File: config.mk
export PLATFORM = sky130hd
export DESIGN_NAME = burst_addr_seq
export DESIGN_NICKNAME = d
export VERILOG_FILES = /design/src/rtl/burst_seq_pkg.sv /design/src/rtl/bseq_ctrl.sv /design/src/rtl/bseq_capture.sv /design/src/rtl/bseq_beat_cnt.sv /design/src/rtl/bseq_order_map.sv /design/src/rtl/burst_addr_seq.sv
export SDC_FILE = /design/constraint.sdc
export NUM_CORES = 1
export LEC_CHECK = 0
export BUFFER_PORTS_ARGS = -buffer_cell sky130_fd_sc_hd__buf_2
export CAP_MARGIN = 5
export CORE_MARGIN = 2
export CORE_UTILIZATION = 25
export CTS_CLUSTER_SIZE = 25
export DETAILED_ROUTE_END_ITERATION = 10
export PLACE_DENSITY = 0.57
export SLEW_MARGIN = 20
export SYNTH_ARGS = -nofsm -noshare
export SYNTH_HDL_FRONTEND = slang
export SYNTH_SLANG_ARGS = --single-unit
File: constraint.sdc
create_clock -name clk_i -period 1.25 [get_ports clk_i]
set_clock_uncertainty 0.2 [all_clocks]
set_input_delay 0.1875 -clock clk_i [delete_from_list [all_inputs] [get_ports clk_i]]
set_output_delay 0.1875 -clock clk_i [all_outputs]
set_load 0.02 [all_outputs]
File: src/rtl/burst_seq_pkg.sv
package burst_seq_pkg;

  localparam int unsigned BEATS = 4;
  localparam int unsigned OFF_W = $clog2(BEATS);

  typedef logic [OFF_W-1:0] off_t;

  // Interleaved order: beat index folded into the start by XOR.
  function automatic off_t order_xor(input off_t start, input off_t beat);
    return start ^ beat;
  endfunction

  // Linear order: beat index added to the start, wrapping in the field.
  function automatic off_t order_add(input off_t start, input off_t beat);
    return off_t'(start + beat);
  endfunction

endpackage

File: src/rtl/bseq_ctrl.sv
module bseq_ctrl (
  input  logic clk_i,
  input  logic rst_ni,
  input  logic stall_i,
  input  logic sel_i,
  input  logic adv_i,
  output logic load_o,
  output logic step_o,
  output logic open_o
);

  logic open_q;
  logic open_d;
  logic kill;

  assign load_o = !stall_i && sel_i && !adv_i;
  assign kill   = !stall_i && !sel_i && !adv_i;
  assign step_o = !stall_i && adv_i && open_q;

  always_comb begin
    open_d = open_q;
    if (load_o) begin
      open_d = 1'b1;
    end else if (kill) begin
      open_d = 1'b0;
    end
  end

  always_ff @(posedge clk_i or negedge rst_ni) begin
    if (!rst_ni) begin
      open_q <= 1'b0;
    end else begin
      open_q <= open_d;
    end
  end

  assign open_o = open_q;

  AST_KILL_CLOSES: assert property (@(posedge clk_i) disable iff (!rst_ni)
    (!stall_i && !sel_i && !adv_i) |=> !open_o);

endmodule

File: src/rtl/bseq_capture.sv
module bseq_capture
  import burst_seq_pkg::*;
#(
  parameter int unsigned ADDR_W = 19
) (
  input  logic              clk_i,
  input  logic              rst_ni,
  input  logic              load_i,
  input  logic [ADDR_W-1:0] addr_i,
  output logic [ADDR_W-1:OFF_W] upper_o,
  output off_t              start_o
);

  logic [ADDR_W-1:OFF_W] upper_q, upper_d;
  off_t                  start_q, start_d;

  always_comb begin
    upper_d = upper_q;
    start_d = start_q;
    if (load_i) begin
      upper_d = addr_i[ADDR_W-1:OFF_W];
      start_d = addr_i[OFF_W-1:0];
    end
  end

  always_ff @(posedge clk_i or negedge rst_ni) begin
    if (!rst_ni) begin
      upper_q <= '0;
      start_q <= '0;
    end else begin
      upper_q <= upper_d;
      start_q <= start_d;
    end
  end

  assign upper_o = upper_q;
  assign start_o = start_q;

  AST_UPPER_KEPT: assert property (@(posedge clk_i) disable iff (!rst_ni)
    !load_i |=> $stable(upper_o));

endmodule

File: src/rtl/bseq_beat_cnt.sv
module bseq_beat_cnt
  import burst_seq_pkg::*;
(
  input  logic clk_i,
  input  logic rst_ni,
  input  logic clear_i,
  input  logic step_i,
  output off_t beat_o
);

  off_t beat_q, beat_d;

  always_comb begin
    beat_d = beat_q;
    if (clear_i) begin
      beat_d = '0;
    end else if (step_i) begin
      beat_d = off_t'(beat_q + 1'b1);
    end
  end

  always_ff @(posedge clk_i or negedge rst_ni) begin
    if (!rst_ni) begin
      beat_q <= '0;
    end else begin
      beat_q <= beat_d;
    end
  end

  assign beat_o = beat_q;

  AST_CLEAR_ZERO: assert property (@(posedge clk_i) disable iff (!rst_ni)
    clear_i |=> (beat_o == '0));

endmodule

File: src/rtl/bseq_order_map.sv
module bseq_order_map
  import burst_seq_pkg::*;
(
  input  off_t start_i,
  input  off_t beat_i,
  input  logic ilv_i,
  output off_t off_o
);

  off_t lane [2];

  for (genvar g = 0; g < 2; g++) begin : g_lane
    if (g == 0) begin : g_lin
      assign lane[g] = order_add(start_i, beat_i);
    end else begin : g_ilv
      assign lane[g] = order_xor(start_i, beat_i);
    end
  end

  assign off_o = ilv_i ? lane[1] : lane[0];

  always_comb begin
    if (beat_i == '0) begin
      AST_BEAT0_START: assert (off_o == start_i);
    end
  end

endmodule

File: src/rtl/burst_addr_seq.sv
module burst_addr_seq
  import burst_seq_pkg::*;
#(
  parameter int unsigned ADDR_W = 19
) (
  input  logic              clk_i,
  input  logic              rst_ni,
  input  logic              stall_i,
  input  logic              sel_i,
  input  logic              adv_i,
  input  logic [ADDR_W-1:0] addr_i,
  input  logic              ilv_i,
  output logic [ADDR_W-1:0] addr_o,
  output logic              burst_o
);

  logic                  load;
  logic                  step;
  logic [ADDR_W-1:OFF_W] upper;
  off_t                  start;
  off_t                  beat;
  off_t                  off;

  bseq_ctrl u_ctrl (
    .clk_i   (clk_i),
    .rst_ni  (rst_ni),
    .stall_i (stall_i),
    .sel_i   (sel_i),
    .adv_i   (adv_i),
    .load_o  (load),
    .step_o  (step),
    .open_o  (burst_o)
  );

  bseq_capture #(.ADDR_W(ADDR_W)) u_cap (
    .clk_i   (clk_i),
    .rst_ni  (rst_ni),
    .load_i  (load),
    .addr_i  (addr_i),
    .upper_o (upper),
    .start_o (start)
  );

  bseq_beat_cnt u_cnt (
    .clk_i   (clk_i),
    .rst_ni  (rst_ni),
    .clear_i (load),
    .step_i  (step),
    .beat_o  (beat)
  );

  bseq_order_map u_map (
    .start_i (start),
    .beat_i  (beat),
    .ilv_i   (ilv_i),
    .off_o   (off)
  );

  assign addr_o = {upper, off};

  AST_STALL_HOLD: assert property (@(posedge clk_i) disable iff (!rst_ni)
    stall_i |=> ($stable(addr_o) && $stable(burst_o)));

  AST_LOAD_TAKES: assert property (@(posedge clk_i) disable iff (!rst_ni)
    (!stall_i && sel_i && !adv_i) |=> (burst_o && addr_o == $past(addr_i)));

  AST_IDLE_NOOP: assert property (@(posedge clk_i) disable iff (!rst_ni)
    (!stall_i && adv_i && !burst_o) |=> ($stable(addr_o) && !burst_o));

  AST_STEP_MOVES: assert property (@(posedge clk_i) disable iff (!rst_ni)
    (!stall_i && adv_i && burst_o) |=>
      (burst_o && addr_o[OFF_W-1:0] != $past(addr_o[OFF_W-1:0])));

  AST_KILL_HOLDS_ADDR: assert property (@(posedge clk_i) disable iff (!rst_ni)
    (!stall_i && !sel_i && !adv_i) |=> $stable(addr_o));

endmodule

== Word level (Yosys, flattened, before mapping) ==
Cells that the tools add are included.

* Register bits: 22
* Bits of input ports: 25
* Output and inout bits: 20
* Logic and storage cells: 23

* $add $sub $neg: 2
* Mux-type cells: 5
* Bitwise logic cells: 1
* Reduce and logical (&&, ||, !) cells: 11

{| class="wikitable"
|+ Operators with widths
! kind !! number
|-
| 1-bit logical AND || 6
|-
| 2-bit 2-to-1 mux || 3
|-
| 2-bit nonzero test || 2
|-
| 1-bit logical NOT || 3
|-
| 2-bit by 1-bit adder with 2-bit output (second input constant) || 1
|-
| 2-bit adder || 1
|-
| 1-bit 2-to-1 mux || 2
|-
| 2-bit bitwise XOR || 1
|}

== Logic depth before layout (Yosys ltp) ==
Gate-level depths: netlist (run 1).

* Depth after elaboration: 5
* Gate-level depth with buffers: 3
* Depth with buffers taken out: 3

== Hierarchy ==
Synthesis (run 1) repeated with hierarchy kept, for this count alone.

* Cell total of the unflattened synthesis: 57
* Area total of the unflattened synthesis: 939.7 um2

{| class="wikitable"
|+ By module, submodules not included
! module !! instances !! cells each !! area each (um2) !! seq. area each (um2)
|-
| bseq_capture || 1 || 40 || 758.2 || 475.5
|-
| bseq_beat_cnt || 1 || 7 || 88.8 || 50.0
|-
| bseq_ctrl || 1 || 6 || 56.3 || 25.0
|-
| bseq_order_map || 1 || 4 || 36.3 || 0.0
|}

== Worst setup path before layout (run 1) ==
Ideal clock, no wire load.

* Path type: register -> output
* Start point: register u_cnt.beat_q[0] (netlist: u_cnt.beat_o[0])
* End point: output port addr_o[1]
* Arrival time: 1.072 ns
* Required time: 0.863 ns
* Setup slack: -0.209 ns
* Stages on the path, launching flop included: 4
* Path buffers: 0
* Cells stage by stage: dfrtp_1 > ha_1 > nor2b_1 > xnor2_1

* Longest elaborated chain between the ends: 2

{| class="wikitable"
|+ RTL lines
! what !! RTL line !! source
|-
| from (decl) || bseq_beat_cnt.sv:11 || <nowiki>off_t beat_q, beat_d;</nowiki>
|-
| from (signal assigned) || bseq_beat_cnt.sv:26 || <nowiki>beat_q <= beat_d;</nowiki>
|-
| 2-bit adder || burst_seq_pkg.sv:15 || <nowiki>return off_t'(start + beat);</nowiki>
|-
| 2-bit 2-to-1 mux || bseq_order_map.sv:20 || <nowiki>assign off_o = ilv_i ? lane[1] : lane[0];</nowiki>
|-
| to (decl) || burst_addr_seq.sv:13 || <nowiki>output logic [ADDR_W-1:0] addr_o,</nowiki>
|}

Every way passes these cells.

== Worst setup path after layout (run 1) ==
Ends and elaborated chain as after synthesis.

==> summary.txt, run 1 <==
Status
  – Status: finished, violations left
  – Failing checks: setup timing

Synth
  – Dominant cells by area after synthesis: dfrtp_1 61%, mux2_2 24%, buf_6 2.5%
  – Cell area after synthesis: roughly 900 sq um
  – Post-synthesis net count: 84
  – Sequential fraction of the synthesis area: 60.69%
  – Post-synth cell types: 15
  – Average footprint of a synthesized cell: about 16 sq um
  – Synth area leader: dfrtp_1
  – Ys Warns: 0
  – Cells after synthesis: 58
  – Yosys reg bits: 22
  – Share of the synthesized area in the top cell type: 60.69%

Power
  – Static Leak: 0.7909 nW
  – Peak supply drop: around 0.0008 V
  – Pwr/cell area: roughly 1500 mW/mm^2

GRT
  – Initial antenna violation count: 0
  – First-pass GRT wire length: roughly 3500 um
  – Vias in the first global route: between 800 and 900
  – GRT Util Overall: approximately 11%
  – Pin count of the biggest net entering global routing: 23
  – Gr ovfl total: 0

Placed design
  – Worst slack at placement: -209.5 ps
  – Hpwl dp: 1453 um
  – GPL Wtd Cong: around 0.7
  – IO Port Bufs: 44

STA
  – Period Utilization, post-route: 136.2%
  – Max Clk Rate: between 500 and 600 MHz
  – Final Max Slew Viols: 0
  – Final Setup Violations: 13
  – Slew margin rel.: between 60 and 70%
  – Endpoints failing hold: 0
  – Worst setup margin: -452.3 ps
  – Unrepaired setup endpoints after global routing: yes
  – Post-layout minimum cycle time: between 1500 and 2000 ps
  – Worst slew pin tran: 479.3 ps

Floorplan
  – Row count: 21
  – IO Count: between 40 and 50
  – Die Ht: roughly 64 um
  – Starting Density: between 20% and 30%
  – Chip width: about 64 um
  – Die area: 0.004126 sq mm
  – Core footprint: 0.003416 sq mm

Clock tree
  – H-tree Lvls: 1
  – Worst-path clk slew: 130 ps
  – Bufs on Longest Clock Path: 2
  – Clk sinks: 22
  – CTS tree: yes
  – CTS Root Buffer Type: clkbuf_4
  – Total CTS buffers: 3
  – Worst skew pair latency: 310 ps

Detailed routing
  – Avg WL per Cell: 11.92 um
  – DRC viols: 0
  – TritonRoute pass-1 iters: 1
  – DRT Wirelength: 2182 um
  – Detail Route Antenna Nets: 0
  – Vias: between 700 and 800
  – Via/cell ratio: approximately 4.2
  – Drt initial violations: 0

Setup path
  – Startpoint types: flop
  – Worst EP required: roughly 860 ps
  – Arr. time, crit path: 1310 ps
  – CP endpoint kind: primary output
  – Worst Path Class, Setup: reg2out
  – Crit Path Max Fanout: 2

Job
  – Maxcap violations: 0

Final layout
  – Fillers: roughly 300
  – Nets: between 150 and 200
  – Multi-input logic area: just under 400 sq um
  – Layout Area Growth over Synthesis: 86.90%
  – FF+latch area: around 550 sq um
  – Antenna cells: 0
  – Share of cells above drive strength 1: a little under two thirds
  – Finished Core Util: 49.63%

Min path
  – Hold crit path type: in2reg
## worst max-delay path, stage by stage, from the launching register on
cell     delay [ps]
dfrtp_1         430
ha_4            160
nor2b_4         130
xnor2_4         140
buf_6           130
## what timing repair did
action                                  4_1_cts  5_1_grt
endpoints found under the hold margin        41        0
setup buffers                                 4        1
pin swaps                                     2        2
hold buffers                                 20        0
gates resized for setup                      42        1
gates cloned                                  0        0
endpoints found under the setup margin       22       22
## final cells by class
class	count	area share [%]
Clock buffer	3	1.328
Clock inverter	1	1.771
Multi-Input combinational cell	34	22.80
Sequential cell	22	32.55
Tap cell	46	3.395
Timing Repair Buffer	77	38.15
## power breakdown
part | internal [mW] | switching, mW | total (mW)
logic | 0.657 | 0.419 | 1.08
registers | 0.855 | 0.118 | 0.973
clock network | 0.324 | 0.220 | 0.544
total | 1.84 | 0.756 | 2.59
## kinds of logic after synthesis
kind of cell / share of synthesized area, %
AO/OA/AOI/OAI: 3.310
AND/OR/NAND/NOR: 4.275
multiplexers: 25.93
buffers and inverters: 2.483
adder cells (fa/ha/maj): 1.379
flip-flops: 60.69
XOR/XNOR: 1.931
## sequential cells by signal, indices dropped and copies added, names as in the netlist
name	count
u_cap.start_o	2
u_cap.upper_o	17
u_cnt.beat_o	2
u_ctrl.open_o	1
## routing by layer
layer / global-route usage, % / wire, um / up-vias
li1: - / - / 362
met1: 11.74 / 834 / 379
met2: 20.44 / 1245 / 23
met3: 2.113 / 86 / 2
met4: 5.319 / 15 / 0
met5: 0 / 0 / -
## final timing paths
check / start / cells past startpoint / endpoint / slack [ps]
max: u_cnt.beat_o[0] / 4 / addr_o[1] / -450
min: adv_i / 3 / u_cnt.beat_o[0] / 20
max reg2reg: u_cnt.beat_o[0] / 4 / u_cnt.beat_o[1] / -170
min reg2reg: u_cap.upper_o[13] / 1 / u_cap.upper_o[13] / 350
max in group asynchronous: rst_ni / 2 / u_ctrl.open_o / 350
min in group asynchronous: rst_ni / 2 / u_cap.upper_o[14] / 150
## synth_stat cells, drive strengths merged
| library cell | instances |
|---|---|
| ha | 1 |
| nor2b | 1 |
| buf | 2 |
| mux2 | 20 |
| nand2 | 1 |
| o21ai | 1 |
| a22o | 2 |
| nor2 | 1 |
| dfrtp | 22 |
| nand2b | 2 |
| mux2i | 1 |
| xnor2 | 2 |
| o21bai | 1 |
| nor3b | 1 |
## layout by cell type (no fill, tap or decap), types with 2 or more instances in the layout
master         Yosys  layout
nand2b_1           2       2
buf_4              0      12
buf_2              0      24
clkbuf_4           0       3
dfrtp_1           22      21
a22o_1             2       2
dlygate4sd3_1      0      20
mux2_2            19      18
buf_6              2      21
## through the flow
| stage | TNS [ps] | cell area, sq um | power, mW | hold WS (ps) | std cells |
|---|---|---|---|---|---|
| floorplan | -160.1 | 943.4 | 1.451 | -308.1 | 58 |
| global placement | -3285 | 1266 | 1.752 | -31.35 | 155 |
| detailed placement | -3794 | 1266 | 1.772 | -20.95 | 155 |
| CTS | -1234 | 1678 | 2.600 | 15.50 | 182 |
| global route | -1910 | 1695 | 2.727 | 15.86 | 183 |
| finish | -1091 | 1695 | 2.592 | 22.03 | 183 |
No activity file was read; power rests on OpenSTA's default activity.
==> run 2: changes to the inputs <==
--- a/config.mk
+++ b/config.mk
@@ -7,6 +7,7 @@
 export LEC_CHECK = 0
 export BUFFER_PORTS_ARGS = -buffer_cell sky130_fd_sc_hd__buf_2
 export CAP_MARGIN = 5
+export CORE_ASPECT_RATIO = 1.25
 export CORE_MARGIN = 2
 export CORE_UTILIZATION = 25
 export CTS_CLUSTER_SIZE = 25
==> constraint.sdc (replaced) <==
create_clock -name clk_i -period 1.5 [get_ports clk_i]
set_clock_uncertainty 0.2 [all_clocks]
set_input_delay 0.225 -clock clk_i [delete_from_list [all_inputs] [get_ports clk_i]]
set_output_delay 0.225 -clock clk_i [all_outputs]
set_load 0.02 [all_outputs]
==> run 2 against run 1 <==
Effect of this change:
- the run still ends with setup timing left
- critical path depth unchanged
- count of clock-buffer cells in the layout up 1
- via count shrank 7.8%
- register-to-register slack better by 270 ps
- routed wire length fell by 13%
- first-iteration DRC count rose by 5
- worst setup slack better by 320 ps
- utilization decreased by 8.5 points
- combinational power shrank 41%
==> summary.txt, run 2 (same netlist as run 1, synthesis figures left out) <==
Min path
  – Hold endpoint: u_cap.upper_o[9]
  – Hold path depth: 2
  – Hold crit path type: in2reg
  – Worst hold start: addr_i[9]

Detailed routing
  – Avg WL per Cell: 11.60 um
  – DRC viols: 0
  – Vias: 706
  – Via/cell ratio: ~4.3
  – TritonRoute pass-1 iters: 2
  – Drt initial violations: 5
  – Detail Route Antenna Nets: 0
  – DRT Wirelength: around 1900 um

STA
  – Period Utilization, post-route: 108.9%
  – Max Clk Rate: approximately 610 MHz
  – Slew margin rel.: 67.56%
  – Endpoints failing hold: 0
  – Final Setup Violations: 2
  – Final Max Slew Viols: 0
  – Unrepaired setup endpoints after global routing: yes
  – Worst slew pin tran: between 400 and 500 ps
  – Post-layout minimum cycle time: around 1600 ps
  – Worst setup margin: -133.0 ps

Status
  – Failing checks: setup timing
  – Status: finished, violations left

Setup path
  – CP Cell Sequence: ha_2 -> nor2b_4 -> xnor2_1 -> buf_4
  – Worst EP required: ~1100 ps
  – Reg2Reg Depth: 4
  – Reg-to-Reg Start: u_cnt.beat_o[0]
  – Crit Path Max Fanout: 2
  – CP max stage delay: 390 ps
  – Arr. time, crit path: 1210 ps
  – Slack of the worst reg-to-reg path: roughly 100 ps
  – CP max-delay cell: dfrtp_1
  – Worst R2R End: u_cnt.beat_o[1]
  – Worst Path Class, Setup: reg2out
  – Startpoint types: flop
  – CP endpoint kind: primary output

Final layout
  – Layout Area Growth over Synthesis: 58.07%
  – Antenna cells: 0
  – Share of cells above drive strength 1: 60.00%
  – Max FFs per register: 17
  – Most frequent cells in the layout: 42 x buf_2, 22 x dfrtp_1, 18 x mux2_2
  – Nets: about 150
  – Finished Core Util: around 40%
  – Commonest non-fill, non-tap cell in the layout: buf_2
  – Post-route cell area: between 0.001 and 0.0015 sq mm

GRT
  – Vias in the first global route: 677
  – First-pass GRT wire length: just under 3000 um
  – Pin count of the biggest net entering global routing: 23
  – Initial antenna violation count: 0
  – Gr ovfl total: 0
  – GRT Util Overall: under 10%

Floorplan
  – IO Count: 45
  – Row count: 24
  – Die area: 0.004129 sq mm
  – Chip width: 57.88 um
  – Starting Density: 26.04%
  – Core footprint: 0.003483 sq mm
  – Die Ht: 71.35 um

Clock tree
  – Worst-path clk slew: about 70 ps
  – CTS Root Buffer Type: clkbuf_8
  – Total CTS buffers: 3
  – Bufs on Longest Clock Path: 2
  – H-tree Lvls: 1
  – CTS tree: yes
  – Worst skew pair latency: ~250 ps
  – Clk sinks: 22

Power
  – Static Leak: ~0.68 nW
  – Pwr/cell area: 1271 mW/mm^2
  – Peak supply drop: between 0.0006 and 0.0007 V

Placed design
  – Area after DPL: 0.001176 sq mm
  – IO Port Bufs: between 40 and 50
  – GPL Wtd Cong: ~0.68
  – Hpwl dp: 1400 um

Job
  – Maxcap violations: 0
[run 2: cell types whose count changed in the layout (fill, tap and decap cells not counted), sizes merged]
cell / previous run / this run
dlygate4sd3: 20 / 17
clkbuf: 3 / 4
buf: 57 / 48
bufinv: 1 / 0
[run 2: cell type report]
class                      instances  area, sq um
clock buffer                       4        55.05
timing repair buffer              65        429.2
tap                               39        48.80
multi-input combinational         34        350.3
sequential                        22        550.5
fill                             340         2049
[run 2: metal layers]
layer | global-route usage (%) | up-vias | part of all wire (%)
met4 | 6.202 | 0 | 1.8
li1 | - | 336 | -
met2 | 16.16 | 16 | 52
met1 | 10.70 | 352 | 43
met5 | 0 | - | 0
met3 | 0 | 2 | 3.5
[run 2: worst max-delay path by stage]
stage                     startpoint           endpoint  slack [ps]  cells past startpoint
floorplan            u_cnt.beat_o[0]          addr_o[1]           3                      3
CTS                 u_cap.start_o[0]          addr_o[1]        -170                      4
global placement             stall_i  u_cap.upper_o[13]          50                      4
global route         u_cnt.beat_o[0]          addr_o[1]        -200                      4
detailed placement           stall_i   u_cap.upper_o[6]          40                      4
finish              u_cap.start_o[0]          addr_o[1]        -130                      4
[run 2: stage by stage]
stage / setup TNS (ps) / worst slack, ps / power (mW) / instances / hold slack [ps]
2_1_floorplan: 0 / 3.299 / 1.140 / 58 / -270.6
3_3_place_gp: 0 / 50.28 / 1.326 / 142 / 15.17
3_5_place_dp: 0 / 40.94 / 1.338 / 142 / 23.71
4_1_cts: -204.1 / -174.1 / 1.829 / 164 / 5.037
5_1_grt: -242.4 / -198.1 / 1.923 / 164 / 7.709
6_report: -149.1 / -133.0 / 1.822 / 164 / 8.373
[run 2: where the power goes]
group | leakage (nW) | internal (mW) | switching (mW)
registers | 0.262 | 0.712 | 0.0694
clock network | 0.0288 | 0.233 | 0.176
logic | 0.394 | 0.324 | 0.309
total | 0.685 | 1.27 | 0.554
[run 2: repair_timing]
item | 4_1_cts | 5_1_grt
pin swaps | 2 | 2
resized for setup | 5 | 3
hold buffers | 17 | 0
endpoints found under the hold margin | 38 | 0
setup buffers | 1 | 1
setup endpoints to repair | 2 | 3
[run 2: worst max-delay path: cells and delay by family, from the launching register on]
kind                       cells  cell delay (ps)
buffers and inverters          1              160
and+or+nand+nor                1              120
adders and majority gates      1              170
DFF                            1              390
xor gates and xnor gates       1              120
